### src/rtl/rg_pkg.sv
package rg_pkg;

    typedef enum logic [1:0] {
        SRC_INT  = 2'd0,
        SRC_PINA = 2'd1,
        SRC_PINB = 2'd2,
        SRC_PINC = 2'd3
    } src_e;

    localparam int unsigned NUM_PINS = 3;

endpackage

### src/rtl/rg_source.sv
// Source stage: pin synchronizers, internal reference, polarity and edge detect.
module rg_source
    import rg_pkg::*;
#(
    parameter int unsigned SYNC_DEPTH = 2
) (
    input  logic                clk,
    input  logic                rst,
    input  logic                reload_i,
    input  logic [NUM_PINS-1:0] pins_i,
    input  src_e                sel_i,
    input  logic [NUM_PINS-1:0] inv_i,
    input  logic                force_rise_i,
    output logic                tick_o,
    output logic                rise_o
);

    typedef struct packed {
        logic [SYNC_DEPTH-1:0][NUM_PINS-1:0] syn;
        logic                                refc;
        logic                                prev;
    } src_st_t;

    src_st_t st_d, st_q;
    logic    lvl;
    logic [NUM_PINS-1:0] pin_lvl;

    always_comb begin
        st_d = st_q;
        st_d.syn[0] = pins_i;
        for (int i = 1; i < int'(SYNC_DEPTH); i++) begin
            st_d.syn[i] = st_q.syn[i-1];
        end
        pin_lvl = st_q.syn[SYNC_DEPTH-1] ^ (inv_i & {NUM_PINS{~force_rise_i}});
        unique case (sel_i)
            SRC_INT:  lvl = st_q.refc;
            SRC_PINA: lvl = pin_lvl[0];
            SRC_PINB: lvl = pin_lvl[1];
            default:  lvl = pin_lvl[2];
        endcase
        st_d.refc = reload_i ? 1'b0 : ~st_q.refc;
        st_d.prev = lvl;
        tick_o    = lvl ^ st_q.prev;
        rise_o    = lvl & ~st_q.prev;
    end

    always_ff @(posedge clk) begin
        if (rst) st_q <= '0;
        else     st_q <= st_d;
    end

    // the internal reference yields an edge on every cycle once settled
    a_r5_int_tick_every_cycle: assert property (@(posedge clk) disable iff (rst)
        (sel_i == SRC_INT && $past(sel_i) == SRC_INT && !reload_i
         && !$past(reload_i) && !$past(rst)) |-> tick_o);

endmodule

### src/rtl/rg_divider.sv
// Half-period divider: toggles the generated clock every DIV+1 source edges.
module rg_divider #(
    parameter int unsigned DIV_W = 8
) (
    input  logic             clk,
    input  logic             rst,
    input  logic             reload_i,
    input  logic             tick_i,
    input  logic             rise_i,
    input  logic [DIV_W-1:0] div_i,
    output logic             gclk_o,
    output logic             grise_o
);

    typedef struct packed {
        logic             run;
        logic [DIV_W-1:0] hcnt;
        logic             gclk;
    } div_st_t;

    div_st_t st_d, st_q;

    always_comb begin
        st_d    = st_q;
        grise_o = 1'b0;
        if (reload_i) begin
            st_d = '0;
        end else if (tick_i) begin
            if (!st_q.run) begin
                if (rise_i) begin
                    st_d.run  = 1'b1;
                    st_d.gclk = 1'b1;
                    st_d.hcnt = '0;
                    grise_o   = 1'b1;
                end
            end else if (st_q.hcnt == div_i) begin
                st_d.hcnt = '0;
                st_d.gclk = ~st_q.gclk;
                grise_o   = ~st_q.gclk;
            end else begin
                st_d.hcnt = st_q.hcnt + DIV_W'(1);
            end
        end
    end

    always_ff @(posedge clk) begin
        if (rst) st_q <= '0;
        else     st_q <= st_d;
    end

    assign gclk_o = st_q.gclk;

    // the generated clock only moves after a source edge or a restart
    a_r6_gclk_on_tick: assert property (@(posedge clk) disable iff (rst)
        (st_q.gclk != $past(st_q.gclk)) |-> $past(tick_i || reload_i));

    // half-period count never passes the programmed limit
    a_r6_hcnt_bound: assert property (@(posedge clk) disable iff (rst)
        !reload_i |-> (st_q.hcnt <= div_i));

endmodule

### src/rtl/rg_frame.sv
// Frame period counter and frame-sync width stage, clocked by generated rises.
module rg_frame #(
    parameter int unsigned PER_W = 12,
    parameter int unsigned WID_W = 8
) (
    input  logic             clk,
    input  logic             rst,
    input  logic             reload_i,
    input  logic             grise_i,
    input  logic [PER_W-1:0] per_i,
    input  logic [WID_W-1:0] wid_i,
    output logic             fsync_o
);

    localparam int unsigned CMP_W = (PER_W > WID_W) ? PER_W : WID_W;

    typedef struct packed {
        logic             run;
        logic [PER_W-1:0] fcnt;
        logic             fs;
    } frm_st_t;

    frm_st_t          st_d, st_q;
    logic [PER_W-1:0] nxt;
    logic [CMP_W-1:0] nxt_x, wid_x, per_x;

    assign wid_x = CMP_W'(wid_i);
    assign per_x = CMP_W'(per_i);

    always_comb begin
        st_d  = st_q;
        nxt   = (st_q.fcnt == per_i) ? '0 : st_q.fcnt + PER_W'(1);
        nxt_x = CMP_W'(nxt);
        if (reload_i) begin
            st_d = '0;
        end else if (grise_i) begin
            if (!st_q.run) begin
                st_d.run  = 1'b1;
                st_d.fcnt = '0;
                st_d.fs   = 1'b1;
            end else begin
                st_d.fcnt = nxt;
                st_d.fs   = (nxt_x <= wid_x);
            end
        end
    end

    always_ff @(posedge clk) begin
        if (rst) st_q <= '0;
        else     st_q <= st_d;
    end

    assign fsync_o = st_q.fs;

    // frame sync moves only with a generated rise or a restart
    a_r7_fs_on_grise: assert property (@(posedge clk) disable iff (rst)
        (st_q.fs != $past(st_q.fs)) |-> $past(grise_i || reload_i));

    // frame position stays inside the programmed period
    a_r7_fcnt_bound: assert property (@(posedge clk) disable iff (rst)
        !reload_i |-> (st_q.fcnt <= per_i));

    // a width not shorter than the period keeps the sync high
    a_r9_wide_holds: assert property (@(posedge clk) disable iff (rst)
        (st_q.run && (wid_x >= per_x) && !reload_i) |-> st_q.fs);

endmodule

### src/rtl/serial_rate_gen.sv
// Top: configuration-change restart and the three cascaded stages.
module serial_rate_gen
    import rg_pkg::*;
#(
    parameter int unsigned DIV_W      = 8,
    parameter int unsigned PER_W      = 12,
    parameter int unsigned WID_W      = 8,
    parameter int unsigned SYNC_DEPTH = 2
) (
    input  logic             clk,
    input  logic             rst,
    input  logic             ck_pin_a,
    input  logic             ck_pin_b,
    input  logic             ck_pin_c,
    input  logic [1:0]       src_sel,
    input  logic [2:0]       pin_inv,
    input  logic             force_rise,
    input  logic [DIV_W-1:0] div_cfg,
    input  logic [PER_W-1:0] per_cfg,
    input  logic [WID_W-1:0] wid_cfg,
    output logic             gen_clk,
    output logic             frame_sync
);

    typedef struct packed {
        logic [1:0]       sel;
        logic [2:0]       inv;
        logic             frc;
        logic [DIV_W-1:0] dv;
        logic [PER_W-1:0] pr;
        logic [WID_W-1:0] wd;
    } cfg_t;

    cfg_t cfg_d, cfg_q;
    logic reload, tick, rise, grise;

    always_comb begin
        cfg_d  = '{sel: src_sel, inv: pin_inv, frc: force_rise,
                   dv: div_cfg, pr: per_cfg, wd: wid_cfg};
        reload = (cfg_d != cfg_q);
    end

    always_ff @(posedge clk) begin
        cfg_q <= cfg_d;
    end

    rg_source #(.SYNC_DEPTH(SYNC_DEPTH)) u_src (
        .clk          (clk),
        .rst          (rst),
        .reload_i     (reload),
        .pins_i       ({ck_pin_c, ck_pin_b, ck_pin_a}),
        .sel_i        (src_e'(src_sel)),
        .inv_i        (pin_inv),
        .force_rise_i (force_rise),
        .tick_o       (tick),
        .rise_o       (rise)
    );

    rg_divider #(.DIV_W(DIV_W)) u_div (
        .clk      (clk),
        .rst      (rst),
        .reload_i (reload),
        .tick_i   (tick),
        .rise_i   (rise),
        .div_i    (div_cfg),
        .gclk_o   (gen_clk),
        .grise_o  (grise)
    );

    rg_frame #(.PER_W(PER_W), .WID_W(WID_W)) u_frm (
        .clk      (clk),
        .rst      (rst),
        .reload_i (reload),
        .grise_i  (grise),
        .per_i    (per_cfg),
        .wid_i    (wid_cfg),
        .fsync_o  (frame_sync)
    );

    // outputs are low right after reset
    a_r1_reset_low: assert property (@(posedge clk) disable iff (rst)
        $past(rst) |-> (!gen_clk && !frame_sync));

    // outputs are low right after a configuration change
    a_r1_reload_low: assert property (@(posedge clk) disable iff (rst)
        $past(reload) |-> (!gen_clk && !frame_sync));

endmodule

### config.mk
export PLATFORM = sky130hd
export DESIGN_NAME = serial_rate_gen
export DESIGN_NICKNAME = d
export VERILOG_FILES = /design/src/rtl/rg_pkg.sv /design/src/rtl/rg_source.sv /design/src/rtl/rg_divider.sv /design/src/rtl/rg_frame.sv /design/src/rtl/serial_rate_gen.sv
export SDC_FILE = /design/constraint.sdc
export NUM_CORES = 1
export LEC_CHECK = 0
export ABC_AREA = 1
export BUFFER_PORTS_ARGS = -buffer_cell sky130_fd_sc_hd__buf_2
export CORE_ASPECT_RATIO = 0.5
export CORE_MARGIN = 3
export CORE_UTILIZATION = 40
export DETAILED_ROUTE_END_ITERATION = 12
export GPL_TIMING_DRIVEN = 1
export PLACE_DENSITY = 0.67
export SKIP_LAST_GASP = 1
export SLEW_MARGIN = 20
export SYNTH_ARGS = -nofsm -noshare
export SYNTH_HDL_FRONTEND = slang
export SYNTH_SLANG_ARGS = --single-unit
### constraint.sdc
create_clock -name clk -period 2.4 [get_ports clk]
set_input_delay 0.48 -clock clk [delete_from_list [all_inputs] [get_ports clk]]
set_output_delay 0.48 -clock clk [all_outputs]
set_load 0.01 [all_outputs]
-- Word level (Yosys, flattened, before mapping)
Index checks and enable logic that the tools add are counted.
- bits in registers: 66
- bits of input ports: 39
- add/subtract/negate cells: 2
- $lt $le $gt $ge: 1
- equal/unequal tests: 6
- mux-type cells: 13
- bitwise logic cells: 8
- reductions and logical operators: 5
- operators with widths (kind ; number):
    != test 34 bit ; 1
    2-to-1 mux 13 bit ; 1
    adder 12 x 1 -> 12 bit (second input constant) ; 1
    == test 12 bit ; 1
    less-or-equal comparator 12 x 8 -> 1 bit ; 1
    2-to-1 mux 12 bit ; 1
    2-to-1 mux 10 bit ; 1
    2-to-1 mux 9 bit ; 1
    adder 8 x 1 -> 8 bit (second input constant) ; 1
    == test 8 bit ; 1
    2-to-1 mux 8 bit ; 1
    2-to-1 mux 1 bit ; 7
    NOT 1 bit ; 4
    bitwise AND 3 bit ; 1
    case mux 1 bit (3 select lines) ; 1
    AND reduction 3 bit ; 1
    bitwise XOR 3 bit ; 1
    == test 2 x 1 -> 1 bit (second input constant) ; 1
    == test 2 bit (second input constant) ; 1
    zero test 2 bit ; 1
    != test 2 bit (second input constant) ; 1
    AND reduction 2 bit ; 1
    nonzero test 2 bit ; 1
    OR reduction 2 bit ; 1
    other kinds (2) ; 2

-- Logic depth before layout (Yosys ltp)
Gate-level depths: netlist of the first run.
- word-level depth: 9
- mapped depth: 21
- gate-level depth less buffers: 20

-- By module
A second synthesis of the first run with hierarchy kept.
- cells, all modules: 535
- area, all modules: 3532.1 µm²
- modules (own cells, without submodules) (module ; instances ; cells each ; area an instance (µm²) ; seq. area each (µm²)):
    serial_rate_gen ; 1 ; 168 ; 1282.5 ; 680.7
    rg_frame ; 1 ; 213 ; 1280.0 ; 280.3
    rg_divider ; 1 ; 101 ; 616.8 ; 200.2
    rg_source ; 1 ; 53 ; 352.8 ; 160.2

-- Worst setup path after synthesis of the first run
OpenSTA, ideal clock, no wires.
- path kind: input -> register
- start point: in force_rise
- end point: reg u_frm.st_q[12] in the netlist's numbering
- setup time: 66 ps
- arrival: 2121 ps
- setup slack: 213 ps
- stages: 15
- path buffers: 1
- path through: inv_2 -> nand2_1 -> xor2_1 -> o2111ai_1 -> nand2_1 -> inv_1 -> ha_1 -> inv_1 -> o21ai_0 -> inv_2 -> nand3_2 -> inv_2 -> buf_4 -> nand3_1 -> a21oi_2
- word-level cells in the longest chain between the ends: 9
- RTL lines (what ; line ; source):
    start, declared ; serial_rate_gen.sv:17 ; input logic force_rise,
    NOT 1 bit * ; rg_source.sv:34 ; pin_lvl = st_q.syn[SYNC_DEPTH-1] ^ (inv_i & {NUM_PINS{~force_rise_i}});
    bitwise AND 3 bit * ; rg_source.sv:34 ;
    bitwise XOR 3 bit * ; rg_source.sv:34 ;
    case mux 1 bit (3 select lines) * ; rg_source.sv:35 ; unique case (sel_i)
    via u_src.lvl ; rg_source.sv:25 ; logic lvl;
    bitwise AND 1 bit ; rg_source.sv:44 ; rise_o = lvl & ~st_q.prev;
    2-to-1 mux 1 bit ; rg_divider.sv:30 ; if (rise_i) begin
    2-to-1 mux 1 bit ; rg_divider.sv:29 ; if (!st_q.run) begin
    2-to-1 mux 1 bit * ; rg_divider.sv:28 ; end else if (tick_i) begin
    2-to-1 mux 1 bit * ; rg_divider.sv:26 ; if (reload_i) begin
    end signal, assigned ; rg_frame.sv:50 ; else st_q <= st_d;
    end, declared ; rg_frame.sv:23 ; frm_st_t st_d, st_q;
Mark *: on every way through the listed nets, which the timed path passes. The rest lies on a longest branch.
A chain may end at the register's enable or synchronous reset.

-- Worst setup path in the final report of the first run
- start point: reg u_frm.st_q[9] in the netlist's numbering
- end point: reg u_frm.st_q (netlist bit u_frm.fsync_o)
- word-level cells in the longest chain between the ends: 4
- RTL lines (what ; line ; source):
    adder 12 x 1 -> 12 bit or == test 12 bit (tied branches) ; rg_frame.sv:32 ; nxt = (st_q.fcnt == per_i) ? '0 : st_q.fcnt + PER_W'(1);
    2-to-1 mux 12 bit * ; rg_frame.sv:32 ;
    less-or-equal comparator 12 x 8 -> 1 bit * ; rg_frame.sv:43 ; st_d.fs = (nxt_x <= wid_x);
    2-to-1 mux 13 bit * ; rg_frame.sv:37 ; if (!st_q.run) begin
Every way passes the cells marked *; elsewhere a longest branch is shown, timed or not.

==> flow_summary.ini, run 1 <==
[cells_and_area]
fillers = 828
nNetsFinal = 639
drive_above_1_share_pct = 18.7
area_growth_pct = 24.1
n_antenna_cell = 0

[detailed_routing]
drt-total-wl_um = 7700
drc_errors = 0
vias = 3150
wire_per_inst_um = 10.9
wl_met3_um = 378
dr.max_layer_used = met4
drt_iter0_drc = 165
ant_nets = 0
avgViaCountPerCell = 4.46
met1_length_um = 3890
firstDrtPassIters = 4
met2_length_um = 3320

[cts]
cts_tree = yes
postCtsHoldBufs = 0
cts_made_buffers = 9
post-cts-setup-buffers = 0
clock-sinks = 66
path_clk_slew_ns = 0.06
h-tree-depth = 3
clk_latency_ns = 0.33
cts.path.max_buffers = 2
cts-root-buf = clkbuf_16
cts_resized = 0

[critical_path]
cpMaxStageDelayCell = dfxtp_1
cp-start-kind = register
worstSetupEndpointType = register
critical_path.top_delay_family = simple AND/OR/NAND/NOR gates
cp_cell_sequence = inv_1 -> nand2_1 -> nand2_1 -> nand2_1 -> nor2_2 -> nand3_4 -> nand2_2 -> inv_1 -> ha_1 -> nand2_1 -> inv_1 -> nand2_1 -> nand2_1 -> nand2_1 -> nand3_1 -> nand2_1 -> nand3_1 -> nor2_1 -> nor2_1 -> nor2_1
critical-path-max-stage-delay_ns = 0.35
arrival_ns = 2.40
crit_top_cell = nand2_1
path_max_fanout = 8
required_ns = 2.62
worstSetupPathType = register to register
crit_buf_inv = 3
ff2ff_setup_slack_ns = 0.22

[logic_synthesis]
synth_seq_cells = 66
yosysUniqueCellTypes = 32
yosysMostFrequentCell = nand2_1
syn_inst = 517
synth_top_area_share_pct = 37.7
netlist_top_cells_count = nand2_1, inv_1, dfxtp_1
netlist_area_um2 = 3500
synth_edf_count = 0
synth_top_cell_by_area = dfxtp_1
synth-async-reset-ratio_pct = 0
syn_avg_cell_area_um2 = 6.77
synth_compound_area_share_pct = 4.39
yosysWarnings = 0
synth_area_leaders = dfxtp_1, nand2_1, inv_1
synth_top_family_by_area = simple AND/OR/NAND/NOR gates
muxShareOfSynthArea_pct = 0.322
synthSimpleGateAreaFrac_pct = 32.8
ys_seq_area_share_pct = 37.7
synthFlopType = dfxtp_1
synth_nets = 567
synth-xor-area-share_pct = 9.50
synth-adder-area-share_pct = 3.93

[grt]
antenna_found_initial = 0
grt_max_degree = 20
grt_pass1_wl_um = 13000
grt_pass1_vias = 2889
grt_overflow_total = 0
grt_use_total_pct = 16.4

[timing]
finalCritPeriodShare_pct = 90.7
tightest_slew_ns = 0.377
fin_crit_ns = 2.18
hold_viol = 0
slew_headroom_pct = 74.9
rsz0062_at_grt = true
drv_slew = 0
tns_ns = 0
max_freq_mhz = 459
setup-violations-final = 0
finalClockSkew_ns = 0.00490

[placement]
gp_congestion = 0.890
dpl.hpwl_um = 5970
port_buffers = 40

[die]
die_y_um = 72.2
start_util_pct = 42.4
die_area_um2 = 9980
rows = 23
die_x_um = 138
core_um2 = 8260
io_pins = 41

[pwr]
p_comb_share_pct = 9.4
p_per_area_nw_per_um2 = 630
total_power_uw = 2740
ir_worst_vdd_v = 0.000382
swShare_pct = 22.8
seq_power_share_pct = 41.9
internal-power_uw = 2110
p_clk_share_pct = 48.7
power_switching_uw = 625
p_leak_uw = 0.00215

[flow_run]
maxCapViolations = 0

[worst_hold_path]
min_path_type = input port to register

[outcome]
status = finished, final reports clean
## power by group through the flow
stage,logic (uW),clock network [uW],registers (uW)
after detailed placement,258,0,1170
after global routing,296,1420,1150
final,258,1330,1150
after CTS,260,1370,1150
after global placement,254,0,1170
after floorplan,139,0,1170
## cell usage in the layout, fill, tap and decap left out, types with 2 or more instances in the layout
master and count:
inv_1 81, buf_2 40, xnor2_1 29, nand3_2 2, nor2_1 59, xor2_1 9, o21ai_0 6, nand2_1 161
dfxtp_1 65, clkbuf_16 9, clkinvlp_4 2, nor2_2 5, inv_2 7, a21oi_2 2, or2_2 2, a21oi_1 14
ha_1 11, nand4_1 8, buf_4 28, clkbuf_8 2, nand3_1 31, nand2_2 3
## path summary, 6_finish.rpt
kind | startpoint | endpoint | cells after the start
hold reg to reg | u_src.st_d[5] | u_src.st_q[5] | 2
setup reg to reg | u_frm.st_q[9] | u_frm.fsync_o | 20
setup / recovery | u_frm.st_q[9] | u_frm.fsync_o | 20
hold / removal | wid_cfg[5] | cfg_q[5] | 1
## through the flow
| step | setup WS [ns] | area [um^2] | hold slack [ns] | utilization (%) | instances |
|---|---|---|---|---|---|
| 4_1_cts | 0.0740 | 4320 | 0.258 | 52.3 | 706 |
| 2_1_floorplan | 0.213 | 3500 | 0.388 | - | 517 |
| 3_3_place_gp | -0.0831 | 4010 | 0.391 | 48.6 | 690 |
| 6_report | 0.222 | 4350 | 0.274 | 52.6 | 706 |
| 5_1_grt | -0.0340 | 4350 | 0.271 | 52.6 | 706 |
| 3_5_place_dp | -0.108 | 4010 | 0.397 | 48.6 | 690 |
## kinds of logic after synthesis
family / count (synthesis)
compound gates: 27
flops: 66
buf+inv: 97
xor+xnor: 38
fa+ha+maj: 11
mux: 1
simple gates: 277
## flip-flops by register name, indices dropped and copies added, names as in the netlist
name and flops:
u_src.st_q 5, u_div.gclk_o 1, u_frm.fsync_o 1, u_div.st_q 9
u_frm.st_q 13, u_src.st_d 3, cfg_q 34
## per-layer routing
metal | vias to the layer above | track usage [%]
met2 | 64 | 25.9
li1 | 1713 | -
met3 | 11 | 4.67
met4 | 0 | 5.48
met5 | - | 0
met1 | 1362 | 21.8
## layout make-up
cell class              count  area [um^2]  share of cell area [%]
clock buffers              12          256                    5.90
clock inverters             4         50.0                    1.15
inverters                  89          334                    7.69
multi-input cells         354         1810                    41.7
flip-flops and latches     66         1320                    30.4
well taps                 112          140                    3.22
repair buffers             69          430                    9.90
## worst register-to-register path: cells and delay by family (launching register included)
family,cells,cell delay [ns]
and+or+nand+nor,16,1.21
DFF,1,0.35
adders and majority gates,1,0.28
buffers and inverters,3,0.23
Note: power is estimated with default switching activity, not from simulation.
==> run 2: changes to the inputs <==
Settings changed: ABC_AREA 1 to 0, PLACE_DENSITY 0.67 to 0.68.
==> flow_summary.ini, run 2 <==
[outcome]
status = finished, violations left
violations = negative setup slack

[cells_and_area]
largest-register = cfg_q
area_growth_pct = 34.7
utilization_pct = 56.2
largestRegisters = cfg_q (34), u_frm.st_q (13), u_div.st_q (9)
largest_register_ffs = 34
layout_common_cells = dfxtp_1, xnor2_1, buf_4, buf_2, nor2_1
drive_above_1_share_pct = 32.5
layout_commonest_cell = dfxtp_1
n_antenna_cell = 0
final_cells = 520
nNetsFinal = 469

[pwr]
p_leak_uw = 0.00165
ir_worst_vdd_v = 0.000356
total_power_uw = 2700
seq_power_share_pct = 42.5
p_per_area_nw_per_um2 = 646
power_switching_uw = 633
p_clk_share_pct = 48.6
p_comb_share_pct = 8.9
swShare_pct = 23.4
internal-power_uw = 2070

[logic_synthesis]
synthFlopType = dfxtp_1
netlist_top_cells_count = dfxtp_1, xnor2_1, nor2_1
yosysWarnings = 0
yosysMostFrequentCell = dfxtp_1
synth_edf_count = 0
synth_top_cell_by_area = dfxtp_1
synth_top_area_share_pct = 42.6
ys_seq_area_share_pct = 42.6
syn_avg_cell_area_um2 = 9.35
synth_nets = 382
synth-async-reset-ratio_pct = 0
synth_area_leaders = dfxtp_1, xnor2_1, ha_1
yosysUniqueCellTypes = 43
syn_inst = 332
netlist_area_um2 = 3100
synth_seq_cells = 66

[worst_hold_path]
holdPathEnd = cfg_q[3]
min_path_cells = 1
min_path_type = input port to register
hp-start = wid_cfg[3]

[detailed_routing]
avgViaCountPerCell = 4.90
firstDrtPassIters = 4
ant_nets = 0
vias = 2548
wire_per_inst_um = 13.8
drc_errors = 0
drt-total-wl_um = 7180
drt_iter0_drc = 162

[grt]
grt_pass1_wl_um = 11400
grt_pass1_vias = 2414
grt_max_degree = 15
antenna_found_initial = 0
grt_use_total_pct = 16.7
grt_overflow_total = 0

[critical_path]
cp_cell_sequence = xnor2_2 -> nand4_1 -> nor3_2 -> and2b_1 -> ha_1 -> nor2b_1 -> o211ai_1 -> a21oi_1 -> o32ai_1 -> o21ai_1 -> a311oi_2
worstSetupPathType = register to register
arrival_ns = 2.71
worstSetupEndpointType = register
worstReg2RegEnd = u_frm.fsync_o
cpMaxStageDelayCell = dfxtp_2
cp-start-kind = register
path_max_fanout = 4
required_ns = 2.64
ff2ff_setup_slack_ns = -0.07
critical-path-max-stage-delay_ns = 0.34
worstReg2RegStart = u_frm.st_q[6]
ff2ff_path_depth = 11

[cts]
cts-root-buf = clkbuf_16
path_clk_slew_ns = 0.06
cts_tree = yes
postCtsHoldBufs = 0
clk_latency_ns = 0.33
clock-sinks = 66
cts.path.max_buffers = 2
h-tree-depth = 3
cts_made_buffers = 9

[flow_run]
maxCapViolations = 0

[placement]
port_buffers = 40
dpl.hpwl_um = 5210
pre_cts_slack_ns = -0.427
place_inst = 501
gp_congestion = 0.839

[timing]
max_freq_mhz = 405
hold_viol = 0
fin_crit_ns = 2.47
drv_slew = 0
rsz0062_at_grt = true
finalCritPeriodShare_pct = 103
layout_setup_ws_ns = -0.0720
tightest_slew_ns = 0.520
slew_headroom_pct = 65.3
setup-violations-final = 1
finalClockSkew_ns = 0.00292

[die]
die_area_um2 = 8910
die_x_um = 131
io_pins = 41
rows = 22
start_util_pct = 41.8
core_um2 = 7430
die_y_um = 68.3
## run 2: cell types whose count changed in the layout (fill, tap and decap cells not counted), moves of 7 or more
cell and delta:
xnor2_1 +19, inv_2 -7, nand3_1 -17, nand2_1 -142
nor2b_1 +10, nor2_1 -35, dfxtp_1 -7, nand4_1 +10
o21ai_1 +7, buf_4 +17, inv_1 -70, dfxtp_2 +7
## run 2: cell families (layout without fill, tap and decap cells)
| kind of cell | after synthesis | after routing | share of synthesized area [%] |
|---|---|---|---|
| simple gates | 120 | 120 | 22.1 |
| fa+ha+maj | 11 | 11 | 4.44 |
| xor+xnor | 67 | 67 | 18.9 |
| buf+inv | 22 | 114 | 3.19 |
| compound gates | 44 | 44 | 8.19 |
| mux | 2 | 2 | 0.645 |
| flops | 66 | 66 | 42.6 |
## run 2: layout make-up
type | count | area, um^2
well taps | 96 | 120
flip-flops and latches | 66 | 1330
multi-input cells | 244 | 1800
fillers | 633 | 3250
clock buffers | 9 | 225
inverters | 11 | 41.3
repair buffers | 87 | 583
clock inverters | 7 | 76.3
## run 2: power groups by stage
stage | Combinational [uW] | Sequential, uW | Clock, uW
floorplan | 120 | 1170 | 0
global placement | 224 | 1170 | 0
detailed placement | 226 | 1170 | 0
CTS | 230 | 1150 | 1340
global route | 265 | 1150 | 1390
finish | 240 | 1150 | 1310
## run 2: worst max-delay path: cells and delay by family (launching register included)
family	cells	cell delay (ns)
DFF	1	0.34
AOI/OAI and AO/OA	5	0.79
adders and majority gates	1	0.31
xor gates and xnor gates	1	0.18
and+or+nand+nor	4	0.77
## run 2: timing repair
item	in CTS	in global routing
pin swaps	1	19
gates cloned	0	1
setup endpoints to repair	1	16
buffers inserted	0	2
resized for setup	3	26
## run 2: metal layers
layer	part of all wire (%)	vias to the layer above	wire length, um	global-route usage (%)
met1	47	1168	3350	22.1
met2	47	55	3360	26.6
met5	0	-	0	0
met4	1.8	0	127	5.77
li1	-	1313	-	-
met3	4.8	12	347	4.36
## run 2: worst max path at each step
| stage | from | to | cells past startpoint |
|---|---|---|---|
| after floorplan | per_cfg[4] | u_frm.fsync_o | 12 |
| after global placement | per_cfg[4] | u_frm.fsync_o | 12 |
| after detailed placement | per_cfg[4] | u_frm.fsync_o | 12 |
| after CTS | u_frm.st_q[9] | u_frm.fsync_o | 11 |
| after global routing | u_frm.st_q[9] | u_frm.fsync_o | 11 |
| final | u_frm.st_q[6] | u_frm.fsync_o | 11 |
## run 2: through the flow
step,setup TNS [ns],hold WS [ns],instance area [um^2]
after floorplan,-0.0110,0.394,3130
after global placement,-1.52,0.410,3730
after detailed placement,-2.06,0.411,3730
after CTS,-0.0831,0.282,4040
after global routing,-0.238,0.289,4180
final,-0.0720,0.288,4180
